`src/rtl/irq_bank_pkg.sv`:
```
package irq_bank_pkg;

    localparam int N_SRC = 7;

    // Register address map.
    typedef enum logic [2:0] {
        A_STAT = 3'd0,
        A_ENA  = 3'd1,
        A_DIS  = 3'd2,
        A_MASK = 3'd3,
        A_THR  = 3'd4
    } reg_addr_e;

    // Shared bit layout for status, enable, disable and mask.
    localparam int B_SPARE0 = 0;
    localparam int B_MODF   = 1;
    localparam int B_TXOW   = 2;
    localparam int B_TXFULL = 3;
    localparam int B_RXNE   = 4;
    localparam int B_SPARE1 = 5;
    localparam int B_SPARE2 = 6;

endpackage

```
`src/rtl/irq_event_map.sv`:
```
module irq_event_map
    import irq_bank_pkg::*;
#(
    parameter int TH_W = 8
) (
    input  logic            ev_mode_fault,
    input  logic [TH_W-1:0] tx_level,
    input  logic [TH_W-1:0] thr_q,
    input  logic            tx_full,
    input  logic            rx_not_empty,
    input  logic [2:0]      ev_spare,
    output logic [N_SRC-1:0] set_vec
);

    logic below_mark;

    always_comb begin
        below_mark        = (tx_level < thr_q);
        set_vec           = '0;
        set_vec[B_SPARE0] = ev_spare[0];
        set_vec[B_MODF]   = ev_mode_fault;
        set_vec[B_TXOW]   = below_mark;
        set_vec[B_TXFULL] = tx_full;
        set_vec[B_RXNE]   = rx_not_empty;
        set_vec[B_SPARE1] = ev_spare[1];
        set_vec[B_SPARE2] = ev_spare[2];
    end

endmodule

```
`src/rtl/irq_status_bank.sv`:
```
module irq_status_bank
    import irq_bank_pkg::*;
(
    input  logic             clk,
    input  logic             rst_n,
    input  logic [N_SRC-1:0] set_vec,
    input  logic [N_SRC-1:0] clr_vec,
    output logic [N_SRC-1:0] status_q
);

    // One flop per source: set has priority over write-1-to-clear.
    for (genvar i = 0; i < N_SRC; i++) begin : g_bit
        always_ff @(posedge clk or negedge rst_n) begin
            if (!rst_n) begin
                status_q[i] <= 1'b0;
            end else if (set_vec[i]) begin
                status_q[i] <= 1'b1;
            end else if (clr_vec[i]) begin
                status_q[i] <= 1'b0;
            end
        end
    end

    assert_set_wins_R8: assert property (@(posedge clk) disable iff (!rst_n)
        (set_vec != '0) |=> ((status_q & $past(set_vec)) == $past(set_vec)));

    assert_w1c_R7: assert property (@(posedge clk) disable iff (!rst_n)
        ((clr_vec & ~set_vec) != '0) |=> ((status_q & $past(clr_vec & ~set_vec)) == '0));

    assert_latch_hold_R6: assert property (@(posedge clk) disable iff (!rst_n)
        (clr_vec == '0) |=> ((status_q & $past(status_q)) == $past(status_q)));

endmodule

```
`src/rtl/irq_mask_bank.sv`:
```
module irq_mask_bank
    import irq_bank_pkg::*;
(
    input  logic             clk,
    input  logic             rst_n,
    input  logic [N_SRC-1:0] en_vec,
    input  logic [N_SRC-1:0] dis_vec,
    output logic [N_SRC-1:0] mask_q
);

    always_ff @(posedge clk or negedge rst_n) begin
        if (!rst_n) begin
            mask_q <= '0;
        end else begin
            mask_q <= (mask_q | en_vec) & ~dis_vec;
        end
    end

    assert_enable_R3: assert property (@(posedge clk) disable iff (!rst_n)
        (en_vec != '0 && dis_vec == '0) |=> ((mask_q & $past(en_vec)) == $past(en_vec)));

    assert_disable_R4: assert property (@(posedge clk) disable iff (!rst_n)
        (dis_vec != '0) |=> ((mask_q & $past(dis_vec)) == '0));

    assert_idle_stable_R5: assert property (@(posedge clk) disable iff (!rst_n)
        (en_vec == '0 && dis_vec == '0) |=> $stable(mask_q));

endmodule

```
`src/rtl/irq_reg_bank.sv`:
```
module irq_reg_bank
    import irq_bank_pkg::*;
#(
    parameter int DATA_W = 8,
    parameter int TH_W   = 8
) (
    input  logic              clk,
    input  logic              rst_n,
    input  logic              reg_wr,
    input  logic [2:0]        reg_addr,
    input  logic [DATA_W-1:0] reg_wdata,
    output logic [DATA_W-1:0] reg_rdata,
    input  logic              ev_mode_fault,
    input  logic [TH_W-1:0]   tx_level,
    input  logic              tx_full,
    input  logic              rx_not_empty,
    input  logic [2:0]        ev_spare,
    output logic              irq
);

    localparam logic [TH_W-1:0] THR_RESET = TH_W'(1);

    logic [N_SRC-1:0] set_vec;
    logic [N_SRC-1:0] clr_vec;
    logic [N_SRC-1:0] en_vec;
    logic [N_SRC-1:0] dis_vec;
    logic [N_SRC-1:0] status_q;
    logic [N_SRC-1:0] mask_q;
    logic [TH_W-1:0]  thr_q;
    logic [N_SRC-1:0] wbits;

    assign wbits = reg_wdata[N_SRC-1:0];

    // Write decode into per-bank strobe vectors.
    always_comb begin
        clr_vec = '0;
        en_vec  = '0;
        dis_vec = '0;
        if (reg_wr) begin
            unique case (reg_addr)
                A_STAT:  clr_vec = wbits;
                A_ENA:   en_vec  = wbits;
                A_DIS:   dis_vec = wbits;
                default: ;
            endcase
        end
    end

    always_ff @(posedge clk or negedge rst_n) begin
        if (!rst_n) begin
            thr_q <= THR_RESET;
        end else if (reg_wr && reg_addr == A_THR) begin
            thr_q <= reg_wdata[TH_W-1:0];
        end
    end

    irq_event_map #(.TH_W(TH_W)) u_map (
        .ev_mode_fault (ev_mode_fault),
        .tx_level      (tx_level),
        .thr_q         (thr_q),
        .tx_full       (tx_full),
        .rx_not_empty  (rx_not_empty),
        .ev_spare      (ev_spare),
        .set_vec       (set_vec)
    );

    irq_status_bank u_stat (
        .clk      (clk),
        .rst_n    (rst_n),
        .set_vec  (set_vec),
        .clr_vec  (clr_vec),
        .status_q (status_q)
    );

    irq_mask_bank u_mask (
        .clk     (clk),
        .rst_n   (rst_n),
        .en_vec  (en_vec),
        .dis_vec (dis_vec),
        .mask_q  (mask_q)
    );

    always_comb begin
        unique case (reg_addr)
            A_STAT:  reg_rdata = DATA_W'(status_q);
            A_MASK:  reg_rdata = DATA_W'(mask_q);
            A_THR:   reg_rdata = DATA_W'(thr_q);
            default: reg_rdata = '0;
        endcase
    end

    assign irq = |(status_q & mask_q);

    assert_irq_quiet_R10: assert property (@(posedge clk) disable iff (!rst_n)
        (mask_q == '0) |-> !irq);

    assert_mask_ro_R5: assert property (@(posedge clk) disable iff (!rst_n)
        (reg_wr && reg_addr == A_MASK) |=> $stable(mask_q));

endmodule

```
`config.mk`:
```
export PLATFORM = sky130hd
export DESIGN_NAME = irq_reg_bank
export DESIGN_NICKNAME = d
export VERILOG_FILES = /design/src/rtl/irq_bank_pkg.sv /design/src/rtl/irq_event_map.sv /design/src/rtl/irq_status_bank.sv /design/src/rtl/irq_mask_bank.sv /design/src/rtl/irq_reg_bank.sv
export SDC_FILE = /design/constraint.sdc
export NUM_CORES = 1
export LEC_CHECK = 0
export BUFFER_PORTS_ARGS = -buffer_cell sky130_fd_sc_hd__buf_2
export CORE_AREA = 2 2 56 58
export DETAILED_ROUTE_END_ITERATION = 8
export DIE_AREA = 0 0 58 60
export PLACE_DENSITY = 0.76
export SLEW_MARGIN = 10
export SYNTH_ARGS = -nofsm -noshare
export SYNTH_HDL_FRONTEND = slang
export SYNTH_HIERARCHICAL = 1
export SYNTH_SLANG_ARGS = --single-unit
```
`constraint.sdc`:
```
create_clock -name clk -period 1.6 [get_ports clk]
set_input_delay 0.16 -clock clk [delete_from_list [all_inputs] [get_ports clk]]
set_output_delay 0.16 -clock clk [all_outputs]
set_load 0.02 [all_outputs]
```
==> flow_metrics.env <==
export IMPL_worst_hold_startpoint="rx_not_empty"
export IMPL_cts_htree_levels=1
export IMPL_portBuffers=36
export IMPL_via_count=1099
export IMPL_worst_r2r_path_depth=6
export IMPL_setup_worst_path_end_class="output port"
export IMPL_clock_latency_ns=0.32
export IMPL_clkSinkCount=22
export IMPL_area_growth_pct=15.1
export IMPL_synth_enable_flop_cells=0
export IMPL_setup_tns_ns=0
export IMPL_r2r_end="u_stat/status_q[2]"
export IMPL_antenna_found_initial=0
export IMPL_coreArea_um2=2900
export IMPL_synth_seq_area_share_pct=38.6
export IMPL_clock_power_share_pct=27.3
export IMPL_place_congestion=0.850
export IMPL_grt_pass1_wl_um=4850
export IMPL_setup_violations=0
export IMPL_final_min_period_over_clock_period_pct=95.0
export IMPL_synth_most_common_cell="nor2_1"
export IMPL_io_pins=37
export IMPL_clock_skews_ns=0.000968
export IMPL_cts_root_buf="clkbuf_4"
export IMPL_global_route_usage_total_pct=18.9
export IMPL_ys_warnings_count=6
export IMPL_total_clock_buffers_created_by_cts=3
export IMPL_netSwitchingFraction_pct=29.1
export IMPL_detail_route_vias_per_cell=5.28
export IMPL_timing_max_cap_violations=0
export IMPL_antenna_violating_nets_post_route=0
export IMPL_timing_slew_headroom_pct=67.6
export IMPL_finalHoldWorstSlack_ns=0.00695
export IMPL_comb_power_share_pct=27.0
export IMPL_pwr_density_cell_nw_per_um2=968
export IMPL_critPathRequiredTime_ns=1.44
export IMPL_grt_start_max_net_pins=23
export IMPL_clock_slew_at_the_register_clock_pins_of_the_worst_setup_and_hold_paths_ns=0.12
export IMPL_globalRoute_totalOverflow=0
export IMPL_ys_async_sr_fraction_pct=100
export IMPL_syn_mean_instance_area_um2=9.85
export IMPL_cts_buffer_depth=2
export IMPL_synth_seq_cells=22
export IMPL_detailedRoute_firstPassIterationCount=4
export IMPL_crit_path_max_fanout=3
export IMPL_synthesis_instances=145
export IMPL_seq_power_share_pct=45.7
export IMPL_timing_reg2reg_setup_slack_ns=0.11
export IMPL_result_of_the_run="complete, no violations"
export IMPL_die_h_um=60
export IMPL_sequential_cell_area_um2=552
export IMPL_timing_final_max_slew_violations=0
export IMPL_multi_input_comb_area_um2=718
export IMPL_synth_fp_nets=180
export IMPL_netlist_area_um2=1430
export IMPL_worst_slew_pin_transition_ns=0.486
export IMPL_dr_first_iter_drc_count=33
export IMPL_tritoncts_clock_tree="built"
export IMPL_hold_path_end="u_stat/status_q[4]"
export IMPL_std_cell_rows=20
export IMPL_hold_path_depth=2
export IMPL_synth_cell_type_count=29
export IMPL_leakage_power_nw=0.792
export IMPL_most_common_flop_cell_mapped_by_yosys="dfrtp_1"
export IMPL_synth_top_cell_area_share_pct=36.8
export IMPL_floorplan_initialDensity_pct=49.2
export IMPL_post_drt_wl_per_cell_um=14.5
export IMPL_synth_area_leaders="dfrtp_1, mux2_4, nor2_1"
export IMPL_worstPathArrival_ns=1.36
export IMPL_report_final_hold_viol_count=0
export IMPL_rsz0062_at_grt="false"
export IMPL_synth_cells_most_frequent="nor2_1, dfrtp_1, inv_1"
export IMPL_design_final_nets=211
export IMPL_yosysTopAreaCell="dfrtp_1"
export IMPL_via_count_of_the_first_global_routing_pass=1080
export IMPL_max_clock_freq_mhz=658
export IMPL_irDropWorstVdd_uv=676
export IMPL_drive_gt1_share_pct=29.7
export IMPL_antenna_cells_inserted=0
export IMPL_finalPower_mw=1.59
export IMPL_min_period_ns=1.52
export IMPL_critical_path_class="reg2out"
export IMPL_timing_hold_worst_class="in2reg"
export IMPL_switchingPower_uw=464
export IMPL_dieWidth_um=58
export IMPL_drt_wl_total_um=3020
export IMPL_remaining_drc_errors=0
export IMPL_final_fill_count=260
export IMPL_crit_path_start_kind="flop"
export IMPL_dieArea_um2=3480
export IMPL_cell_internal_pwr_mw=1.13
export IMPL_dp_final_hpwl_um=2450
export IMPL_crit_reg2reg_launch="thr_q[2]"
[metrics by stage]
step	std cells	setup slack [ns]	area, µm²	utilization (%)
finish	208	0.0801	1640	56.6
global route	208	0.00804	1640	56.6
CTS	208	0.0639	1640	56.6
detailed placement	200	0.133	1550	53.4
global placement	200	0.263	1550	53.4
floorplan	145	0.215	1430	-
[critical path: stages, from the launching register on]
cell and delay (ns):
dfrtp_1 0.42, a222oi_1 0.32, nand3_1 0.12, buf_2 0.18
[cells by family (layout without fill, tap and decap cells)]
logic type,after synthesis,count (layout),synth area share [%]
adders and majority gates,7,7,6.13
DFF,22,22,38.6
and+or+nand+nor,42,42,13.3
muxes,15,15,13.3
AOI/OAI and AO/OA,30,30,17.5
buffers and inverters,29,59,11.1
[worst max-delay path by stage]
stage / start / end / slack, ns
after floorplan: thr_q[2] / u_stat/status_q[2] / 0.22
after global placement: thr_q[2] / u_stat/status_q[2] / 0.26
after detailed placement: thr_q[2] / u_stat/status_q[2] / 0.13
after CTS: u_stat/status_q[3] / irq / 0.06
after global routing: u_stat/status_q[3] / irq / 0.008
final: u_stat/status_q[3] / irq / 0.08
[power groups by stage]
stage	registers, mW	clock network (mW)	logic (mW)
2_1_floorplan	0.711	0	0.329
3_3_place_gp	0.733	0	0.397
3_5_place_dp	0.741	0	0.424
4_1_cts	0.729	0.446	0.433
5_1_grt	0.741	0.471	0.473
6_report	0.728	0.434	0.430
[metal layers]
metal	vias up	share of wire (%)	global-route usage [%]
met4	0	2.5	9.30
met5	-	0	0
met3	6	4.8	3.46
met1	515	40	21.9
met2	35	52	33.4
li1	543	-	-
[final cells by class]
class / count / area share [%]
multi-input cells: 94 / 43.7
flip-flops and latches: 22 / 33.6
repair buffers: 41 / 13.9
inverters: 14 / 3.20
well taps: 33 / 2.51
clock inverters: 1 / 1.83
clock buffers: 3 / 1.37
[cell usage in the layout (no fill, tap or decap), types with 2 or more instances in the layout]
cell type	Yosys	layout
o21ba_1	7	7
nand2_1	10	10
dlygate4sd3_1	0	4
dfrtp_1	21	21
a21o_1	7	7
mux2_4	8	8
ha_1	7	7
o2bb2ai_1	7	7
buf_2	1	36
a22oi_1	2	2
or3b_1	2	2
mux2i_1	7	7
nor2_1	24	24
inv_1	14	14
a21oi_1	2	2
clkbuf_4	0	3
[registers in the layout, indices dropped and copies added (netlist names)]
name             flops
u_stat/status_q      7
thr_q                8
u_mask/mask_q        7
[repair_timing]
action,in CTS,in global routing
resized for setup,0,0
buffers inserted,0,0
endpoints found under the hold margin,24,0
hold buffers,4,0
Note: power is estimated with default switching activity, not from simulation.
